## src/rtl/subq_pkg.sv

```systemverilog
package subq_pkg;

    localparam int Q_BITS    = 80;
    localparam int MTR_BITS  = 16;
    localparam int HOLD_BITS = Q_BITS + MTR_BITS;
    localparam int NFIELD    = 12;
    localparam int SHORT_W   = 4;
    localparam int BYTE_W    = 8;
    localparam int POS_W     = $clog2(HOLD_BITS + 1);
    localparam int ADR_HI    = Q_BITS - SHORT_W - 1;
    localparam int ADR_LO    = Q_BITS - 2 * SHORT_W;

    localparam logic [7:0] CMD_ADDR_FREE = 8'b0000_1001;
    localparam logic [7:0] CMD_ADDR_ONE  = 8'b1000_1001;

    typedef enum logic [1:0] {
        ST_IDLE  = 2'd0,
        ST_READY = 2'd1,
        ST_READ  = 2'd2
    } rd_state_t;

    // width of field f in serial order
    function automatic int field_width(input int f);
        if (f < 2)               return SHORT_W;
        else if (f == NFIELD - 1) return MTR_BITS;
        else                      return BYTE_W;
    endfunction

    // readout bit p of the holding register, field order fixed, bit order per msb
    function automatic logic pick_bit(input logic [HOLD_BITS-1:0] h,
                                      input int p,
                                      input logic msb);
        int   start;
        int   w;
        int   hi;
        int   idx;
        logic res;
        start = 0;
        res   = 1'b0;
        for (int f = 0; f < NFIELD; f++) begin
            w = field_width(f);
            if (p >= start && p < start + w) begin
                hi  = HOLD_BITS - 1 - start;
                idx = msb ? (hi - (p - start)) : (hi - w + 1 + (p - start));
                res = h[idx];
            end
            start = start + w;
        end
        return res;
    endfunction

endpackage

```

## src/rtl/subq_hclk_sync.sv

```systemverilog
module subq_hclk_sync #(
    parameter int STAGES = 2
) (
    input  logic clk,
    input  logic rst_n,
    input  logic async_i,
    output logic fall_o
);
    // STAGES synchronizer flops plus one history flop for edge detection
    logic [STAGES:0] sh_q;

    always_ff @(posedge clk) begin
        if (!rst_n) sh_q <= '1;
        else        sh_q <= {sh_q[STAGES-1:0], async_i};
    end

    always_comb fall_o = sh_q[STAGES] & ~sh_q[STAGES-1];

endmodule

```

## src/rtl/subq_mode_dec.sv

```systemverilog
module subq_mode_dec
    import subq_pkg::*;
(
    input  logic       clk,
    input  logic       rst_n,
    input  logic       ld_i,
    input  logic [7:0] cmd_i,
    output logic       addr_free_o
);
    always_ff @(posedge clk) begin
        if (!rst_n) begin
            addr_free_o <= 1'b0;
        end else if (ld_i) begin
            if (cmd_i == CMD_ADDR_FREE)     addr_free_o <= 1'b1;
            else if (cmd_i == CMD_ADDR_ONE) addr_free_o <= 1'b0;
        end
    end

endmodule

```

## src/rtl/subq_bit_sel.sv

```systemverilog
module subq_bit_sel
    import subq_pkg::*;
(
    input  logic [HOLD_BITS-1:0] hold_i,
    input  logic [POS_W-1:0]     pos_i,
    input  logic                 msb_first_i,
    output logic                 bit_o
);
    always_comb begin
        if (int'(pos_i) < HOLD_BITS) bit_o = pick_bit(hold_i, int'(pos_i), msb_first_i);
        else                         bit_o = 1'b0;
    end

endmodule

```

## src/rtl/subq_latch_reader.sv

```systemverilog
module subq_latch_reader
    import subq_pkg::*;
#(
    parameter int WIN_CYC     = 1400000,
    parameter int SYNC_STAGES = 2
) (
    input  logic                clk,
    input  logic                rst_n,
    input  logic [Q_BITS-1:0]   qframe_i,
    input  logic                qframe_vld_i,
    input  logic                crc_ok_i,
    input  logic [MTR_BITS-1:0] meter_i,
    input  logic [7:0]          mode_cmd_i,
    input  logic                mode_ld_i,
    input  logic                hclk_i,
    input  logic                msb_first_i,
    input  logic                rd_done_i,
    input  logic                sel_i,
    output logic                ready_o,
    output logic                sdata_o
);
    localparam int WIN_W = $clog2(WIN_CYC + 1);
    localparam logic [WIN_W-1:0] WIN_LAST = WIN_W'(WIN_CYC - 1);
    localparam logic [POS_W-1:0] POS_END  = POS_W'(HOLD_BITS);

    rd_state_t             state_q, state_d;
    logic [WIN_W-1:0]      win_cnt_q;
    logic [HOLD_BITS-1:0]  hold_q;
    logic [POS_W-1:0]      pos_q;
    logic                  out_q;
    logic                  addr_free;
    logic                  hfall;
    logic                  cur_bit;
    logic                  accept;
    logic                  shift_ev;
    logic                  load;

    subq_hclk_sync #(.STAGES(SYNC_STAGES)) u_sync (
        .clk     (clk),
        .rst_n   (rst_n),
        .async_i (hclk_i),
        .fall_o  (hfall)
    );

    subq_mode_dec u_mode (
        .clk         (clk),
        .rst_n       (rst_n),
        .ld_i        (mode_ld_i),
        .cmd_i       (mode_cmd_i),
        .addr_free_o (addr_free)
    );

    subq_bit_sel u_sel (
        .hold_i      (hold_q),
        .pos_i       (pos_q),
        .msb_first_i (msb_first_i),
        .bit_o       (cur_bit)
    );

    // frame acceptance and host edge qualification
    always_comb begin
        accept   = qframe_vld_i & crc_ok_i &
                   (addr_free | (qframe_i[ADR_HI:ADR_LO] == 4'd1));
        shift_ev = hfall & sel_i & (state_q != ST_IDLE);
    end

    // next state
    always_comb begin
        state_d = state_q;
        load    = 1'b0;
        unique case (state_q)
            ST_IDLE: begin
                if (accept) begin
                    state_d = ST_READY;
                    load    = 1'b1;
                end
            end
            ST_READY: begin
                if (rd_done_i) begin
                    state_d = ST_IDLE;
                end else if (shift_ev) begin
                    state_d = ST_READ;
                end else if (accept) begin
                    state_d = ST_READY;
                    load    = 1'b1;
                end else if (win_cnt_q == WIN_LAST) begin
                    state_d = ST_IDLE;
                end
            end
            ST_READ: begin
                if (rd_done_i) state_d = ST_IDLE;
            end
            default: state_d = ST_IDLE;
        endcase
    end

    // state register and datapath
    always_ff @(posedge clk) begin
        if (!rst_n) begin
            state_q   <= ST_IDLE;
            win_cnt_q <= '0;
            hold_q    <= '0;
            pos_q     <= '0;
            out_q     <= 1'b0;
        end else begin
            state_q <= state_d;
            if (load) hold_q <= {qframe_i, meter_i};

            if (load || state_d != ST_READY) win_cnt_q <= '0;
            else                             win_cnt_q <= win_cnt_q + 1'b1;

            if (state_d == ST_IDLE || load) begin
                pos_q <= '0;
                out_q <= 1'b0;
            end else if (shift_ev) begin
                out_q <= cur_bit;
                if (pos_q != POS_END) pos_q <= pos_q + 1'b1;
            end
        end
    end

    // outputs
    always_comb begin
        unique case (state_q)
            ST_READY, ST_READ: ready_o = 1'b1;
            default:           ready_o = 1'b0;
        endcase
        sdata_o = sel_i ? out_q : 1'b0;
    end

endmodule

```

## config.mk

```make
export PLATFORM = sky130hd
export DESIGN_NAME = subq_latch_reader
export DESIGN_NICKNAME = d
export VERILOG_FILES = /design/src/rtl/subq_pkg.sv /design/src/rtl/subq_hclk_sync.sv /design/src/rtl/subq_mode_dec.sv /design/src/rtl/subq_bit_sel.sv /design/src/rtl/subq_latch_reader.sv
export SDC_FILE = /design/constraint.sdc
export NUM_CORES = 1
export LEC_CHECK = 0
export BUFFER_PORTS_ARGS = -buffer_cell sky130_fd_sc_hd__clkbuf_2
export CAP_MARGIN = 15
export CORE_MARGIN = 3
export CORE_UTILIZATION = 50
export DETAILED_ROUTE_END_ITERATION = 16
export PLACE_DENSITY = 0.69
export RECOVER_POWER = 50
export SKIP_CTS_REPAIR_TIMING = 1
export SLEW_MARGIN = 20
export SYNTH_ARGS = -nofsm -noshare
export SYNTH_HDL_FRONTEND = slang
export SYNTH_SLANG_ARGS = --single-unit
```

## constraint.sdc

```tcl
create_clock -name clk -period 5.6 [get_ports clk]
set_input_delay 1.12 -clock clk [delete_from_list [all_inputs] [get_ports clk]]
set_output_delay 1.12 -clock clk [all_outputs]
set_load 0.01 [all_outputs]
```

==> run_results.csv, run 1 <==
group,metric,value,unit
global_route,grt_max_degree,101,
job,drv_cap,1,
clock_network,clock-sinks,131,
timing,slew-limit-headroom,-129,%
timing,setup_viol,0,
synthesis,synth_top_area_share,25.5,%
clock_network,numCtsBuffers,17,
timing,tightest_slew,3430,ps
layout,syn_to_final_growth,12.2,%
timing,fmax,223,MHz
drt,via_per_inst,5.82,
critical_path,rr_worst_depth,13,
synthesis,synthSimpleGateAreaFrac,24.0,%
timing,finalHoldViolCount,0,
global_route,antenna_found_initial,0,
timing,fin_crit_sh,79.9,%
drt,drt-met1-wl,12.4,mm
synthesis,yosysTopAreaCell,"dfxtp_1",
critical_path,reg2reg_to,"out_q",
clock_network,cts_buffer_depth,2,
layout,multi_input_area,7140,um2
floorplanning,die_w,149,um
layout,layout.nets,1430,
synthesis,syn_area,10300,um2
critical_path,crit_buf_inv,2,
timing,slew_violations,101,
clock_network,clock_latency,430,ps
global_route,grt_pass1_wl,43.6,mm
synthesis,ys_warn_count,0,
synthesis,synth_compound_area_share,16.4,%
global_route,grt_pass1_vias,8440,
floorplanning,pin_count,115,
synthesis,ys_seq_elements,131,
outcome,run_status,"finished, violations left",
critical_path,critPathTopFamily,"multiplexers",
outcome,violations,"max-capacitance violations, max-slew violations",
floorplanning,dieArea,22300,um2
placed_design,port_buffers,114,
synthesis,netlist_instances,1194,
drt,firstDrtPassIters,5,
timing,skew,14.6,ps
synthesis,yosysMostFrequentCell,"nand2_1",
layout,antenna_cells,0,
critical_path,crit_fanout,11,
layout,nFillCells,1775,
critical_path,r2r_start,"pos_q[2]",
synthesis,synth-edff-count,0,
timing,layout_min_cycle_time,4480,ps
synthesis,syn_area_per_cell,8.62,um2
placed_design,place.gp.congestion,0.986,
drt,num_vias,8962,
drt,drt-initial-drc-count,609,
floorplanning,core_area,19800,um2
synthesis,synthArstFlopShare,0,%
critical_path,path_cells,"inv_1, ha_1, inv_1, fa_1, and2b_1, nor2_1, mux4_1, mux2_2, mux2_2, o211a_1, nor4_2, o311a_1, o31a_1",
layout,final_layout_size_suffix_gt1_share,17.5,%
floorplanning,initial_core_util,51.9,%
timing,fin_setup_tns,0,ps
synthesis,synth.area.mux_share,15.1,%
layout,seq_area,2630,um2
timing,hold_slack,418,ps
critical_path,worst_path_largest_cell_delay,670,ps
critical_path,cpMaxStageDelayCell,"mux4_1",
critical_path,crit_end,"out_q",
floorplanning,rows,51,
critical_path,path_depth,13,
timing,rsz0062_at_grt,"no",
min_path,hold_class,"flip-flop to flip-flop",
synthesis,synth_xor_area_share,6.82,%
drt,wl_per_cell,17.3,um
drt,wl,26.6,mm
global_route,grt_overflow_total,0,
synthesis,yosys-top-cells-count,"nand2_1 (241), dfxtp_1 (131), a21boi_0 (99)",
pwr,peakVddDrop,0.182,mV
synthesis,ys_seq_area_share,25.5,%
critical_path,arrival,4850,ps
drt,route.top_layer_used,"met4",
pwr,leakage,0.00453,uW
floorplanning,chipHeight,149,um
drt,wl_met3,1.62,mm
critical_path,r2r_setup_slack,1120,ps
placed_design,hpwl,19.1,mm
synthesis,synth_ff_type,"dfxtp_1",
global_route,grt_use_total,24.1,%
synthesis,yosysUniqueCellTypes,79,
clock_network,htree_levels,4,
synthesis,synthAdderAreaFrac,7.03,%
synthesis,yosys-top-cells-area,"dfxtp_1 (25%), nand2_1 (8.8%), a21boi_0 (7.2%)",
drt,routed-wl-met2,12.2,mm
drt,drc_errors,0,
critical_path,worst-setup-path-type,"flip-flop to flip-flop",
critical_path,cp-start-kind,"flip-flop",
clock_network,clkSlewWorstSetupHoldPaths,70,ps
drt,ant_nets,0,
pwr,power_density,200,nW/um2
critical_path,cp-end-kind,"flip-flop",
synthesis,syn_nets,1363,
clock_network,root_buffer,"clkbuf_16",
synthesis,synth_top_family_by_area,"simple AND/OR/NAND/NOR gates",
critical_path,crit_path_start,"pos_q[2]",
clock_network,cts_tree,"yes",
critical_path,crit_required,5980,ps
-- where the power goes --
| part | switching [uW] | total (uW) | internal, uW |
|---|---|---|---|
| clock | 482 | 1200 | 717 |
| sequential | 4.09 | 941 | 937 |
| combinational | 84.8 | 168 | 83.0 |
-- cells by family after synthesis --
group | after synthesis
fa+ha+maj | 56
flops | 131
compound gates | 237
buf+inv | 115
mux | 92
simple gates | 486
xor+xnor | 77
-- worst min-delay path by stage --
stage / start / to / cells past startpoint
finish: u_sync.sh_q[0] / u_sync.sh_q[1] / 1
global route: u_sync.sh_q[0] / u_sync.sh_q[1] / 1
CTS: u_sync.sh_q[0] / u_sync.sh_q[1] / 1
detailed placement: u_sync.sh_q[0] / u_sync.sh_q[1] / 1
global placement: u_sync.sh_q[0] / u_sync.sh_q[1] / 1
floorplan: u_sync.sh_q[0] / u_sync.sh_q[1] / 1
-- flip-flops by register name, indices dropped and copies added (netlist names) --
register and count:
u_mode.addr_free_o 1, pos_q 7, state_q 2, win_cnt_q 21, out_q 1, u_sync.sh_q 3, hold_q 96
-- final cells by class --
class	instances	share of cell area, %
multi-input cells	948	61.8
repair buffers	132	6.18
clock inverters	14	1.65
clock buffers	18	3.72
inverters	31	1.01
flip-flops and latches	131	22.7
well taps	265	2.87
-- cell usage in the layout, fill, tap and decap left out, types with 4 or more instances in the layout --
cell type / count
a211oi_1: 11
a21boi_0: 99
a21o_1: 6
a21oi_1: 23
a22oi_1: 5
a311oi_1: 5
a31oi_1: 11
and2_1: 4
and3_1: 12
and4_1: 7
and4b_1: 19
buf_4: 17
clkbuf_1: 4
clkbuf_16: 17
clkbuf_2: 111
dfxtp_1: 130
ha_1: 53
inv_1: 27
inv_6: 4
mux2_2: 16
mux2i_1: 31
mux4_1: 13
mux4_2: 32
nand2_1: 241
nand2b_1: 10
nand3_1: 12
nand3b_1: 5
nand4_1: 8
nor2_1: 78
nor2b_1: 10
nor3_1: 12
nor3b_1: 4
nor4_1: 14
nor4b_1: 9
nor4bb_1: 20
o21ai_0: 29
o221ai_1: 4
o31ai_1: 9
xnor2_1: 52
xor2_1: 23
-- worst reg2reg max path: cells and delay by family (launching register included) --
kind	cells	cell delay [ps]
flops	1	600
simple gates	3	850
compound gates	3	550
buf+inv	2	400
fa+ha+maj	2	760
mux	3	1270
-- layer usage --
metal	vias to the layer above	track usage (%)
li1	4445	-
met1	4224	34.4
met2	257	37.6
met3	36	4.30
met4	0	6.36
met5	-	0
-- metrics by stage --
step	std cells	power [uW]	util (%)	worst slack [ps]	area, um2
3_5_place_dp	1507	1130	55.1	745	10900
3_3_place_gp	1507	1120	55.1	833	10900
2_1_floorplan	1194	1070	-	821	10300
6_report	1539	2310	58.2	1120	11600
5_1_grt	1539	2390	58.2	855	11600
4_1_cts	1539	2330	58.2	1110	11600
Note: power is estimated with default switching activity, not from simulation.
==> run 2: changes to the inputs <==
- PLACE_DENSITY: 0.69 -> 0.72
- clock period: 5.6 -> 4 ns (I/O delays scaled with it)
==> run 2 against run 1 <==
The run still ends with max-capacitance violations, max-slew violations left. Wire length fell by 0.17%. Non-clock buffer count rose by 40. Cell count rose by 2.6%. Sequential power rose by 40%. Sequential cell count did not move. Die area did not move. Clock power rose by 33%. Combinational power rose by 48%. Count of clock-buffer cells in the layout fell by 1.
==> run_results.csv, run 2 (same netlist as run 1, synthesis figures left out) <==
group,metric,value,unit
critical_path,arrival,4120,ps
floorplanning,die_w,149,um
clock_network,clock_latency,430,ps
placed_design,port_buffers,114,
critical_path,cp-end-kind,"flip-flop",
timing,layout_min_cycle_time,3800,ps
pwr,p_total,3150,uW
layout,final_layout_size_suffix_gt1_share,20.8,%
layout,top_register,"hold_q",
layout,nFillCells,1761,
timing,hold_slack,412,ps
critical_path,cp-start-kind,"flip-flop",
placed_design,placedCellCount,1547,
global_route,grt_pass1_vias,8508,
layout,design_area,11900,um2
placed_design,place.gp.congestion,0.999,
drt,wl,26.6,mm
min_path,hold_class,"flip-flop to flip-flop",
critical_path,crit_fanout,6,
layout,layout_common_cells,"nand2_1 (241), dfxtp_1 (129), clkbuf_2 (112)",
clock_network,root_buffer,"clkbuf_16",
timing,slew-limit-headroom,-27.0,%
layout,final_common_cell,"nand2_1",
pwr,power_density,265,nW/um2
clock_network,htree_levels,4,
placed_design,placed_area,11300,um2
floorplanning,pin_count,115,
job,drv_cap,2,
drt,via_per_inst,5.77,
timing,rsz0062_at_grt,"no",
critical_path,path_cells,"inv_1, ha_2, inv_2, fa_1, and2b_2, nor2_4, buf_4, mux4_2, nand2b_4, o2111ai_2, o211ai_2, a221o_1, o311a_1, o31a_1",
floorplanning,initial_core_util,51.9,%
timing,finalHoldViolCount,0,
drt,firstDrtPassIters,5,
floorplanning,core_area,19800,um2
layout,antenna_cells,0,
timing,setup_viol,0,
global_route,grt_overflow_total,0,
pwr,leakage,0.00471,uW
floorplanning,rows,51,
critical_path,cpMaxStageDelayCell,"mux4_2",
timing,fin_crit_sh,95.1,%
layout,layout.nets,1470,
layout,top_regs,"hold_q x96, win_cnt_q x21, pos_q x7",
timing,slew_violations,198,
global_route,grt_use_total,23.9,%
outcome,violations,"max-capacitance violations, max-slew violations",
layout,largest_reg_flops,96,
critical_path,crit_required,4320,ps
critical_path,crit_buf_inv,3,
global_route,grt_pass1_wl,43.5,mm
drt,drt-initial-drc-count,637,
floorplanning,chipHeight,149,um
critical_path,worst-setup-path-type,"flip-flop to flip-flop",
timing,skew,12.6,ps
drt,num_vias,9116,
clock_network,cts_tree,"yes",
clock_network,numCtsBuffers,17,
floorplanning,dieArea,22300,um2
layout,syn_to_final_growth,15.4,%
timing,tightest_slew,1900,ps
drt,ant_nets,0,
pwr,peakVddDrop,0.258,mV
drt,drc_errors,0,
layout,fin_cells,1579,
global_route,antenna_found_initial,0,
drt,wl_per_cell,16.8,um
global_route,grt_max_degree,101,
critical_path,critPathTopFamily,"compound AO/OA/AOI/OAI gates",
timing,fmax,263,MHz
clock_network,clock-sinks,131,
outcome,run_status,"finished, violations left",
clock_network,clkSlewWorstSetupHoldPaths,70,ps
critical_path,worst_path_largest_cell_delay,560,ps
placed_design,hpwl,19.5,mm
clock_network,cts_buffer_depth,2,
[run 2: layer usage]
layer,vias to the layer above,wire length (um),track usage [%]
met5,-,0,0
met4,0,443,6.18
met3,32,1260,3.33
met2,232,12300,38.0
met1,4350,12600,34.5
li1,4502,-,-
[run 2: power by group]
group	switching (uW)	internal [uW]	leakage, uW	total, uW
clock network	697	889	0.000290	1590
logic	124	125	0.00336	249
registers	6.09	1310	0.00106	1320
total	826	2330	0.00471	3150
[run 2: path summary, 6_finish.rpt]
check | cells after the start | start | to | slack, ps
setup / recovery | 14 | pos_q[2] | out_q | 200
hold / removal | 1 | u_sync.sh_q[0] | u_sync.sh_q[1] | 410
setup reg to reg | 14 | pos_q[2] | out_q | 200
hold reg to reg | 1 | u_sync.sh_q[0] | u_sync.sh_q[1] | 410
[run 2: worst reg2reg max path, delay by kind of cell (launching register included)]
family / cells / cell delay [ps]
simple gates: 3 / 610
fa+ha+maj: 2 / 770
flops: 1 / 320
compound gates: 5 / 1040
mux: 1 / 570
buf+inv: 3 / 380
[run 2: cell type report]
cell class | count | area, um2 | area share (%)
timing repair buffer | 172 | 1040 | 8.78
tap | 265 | 332 | 2.79
multi-input combinational | 948 | 7170 | 60.4
clock buffer | 17 | 425 | 3.58
inverter | 31 | 118 | 0.991
sequential | 131 | 2630 | 22.1
clock inverter | 15 | 163 | 1.37
[run 2: stage by stage]
| stage | setup WS, ps | TNS (ps) | utilization, % |
|---|---|---|---|
| 2_1_floorplan | 8.88 | 0 | - |
| 3_3_place_gp | 7.88 | 0 | 56.9 |
| 3_5_place_dp | -86.1 | -86.1 | 56.9 |
| 4_1_cts | 214 | 0 | 59.9 |
| 5_1_grt | 9.89 | 0 | 59.8 |
| 6_report | 198 | 0 | 59.8 |
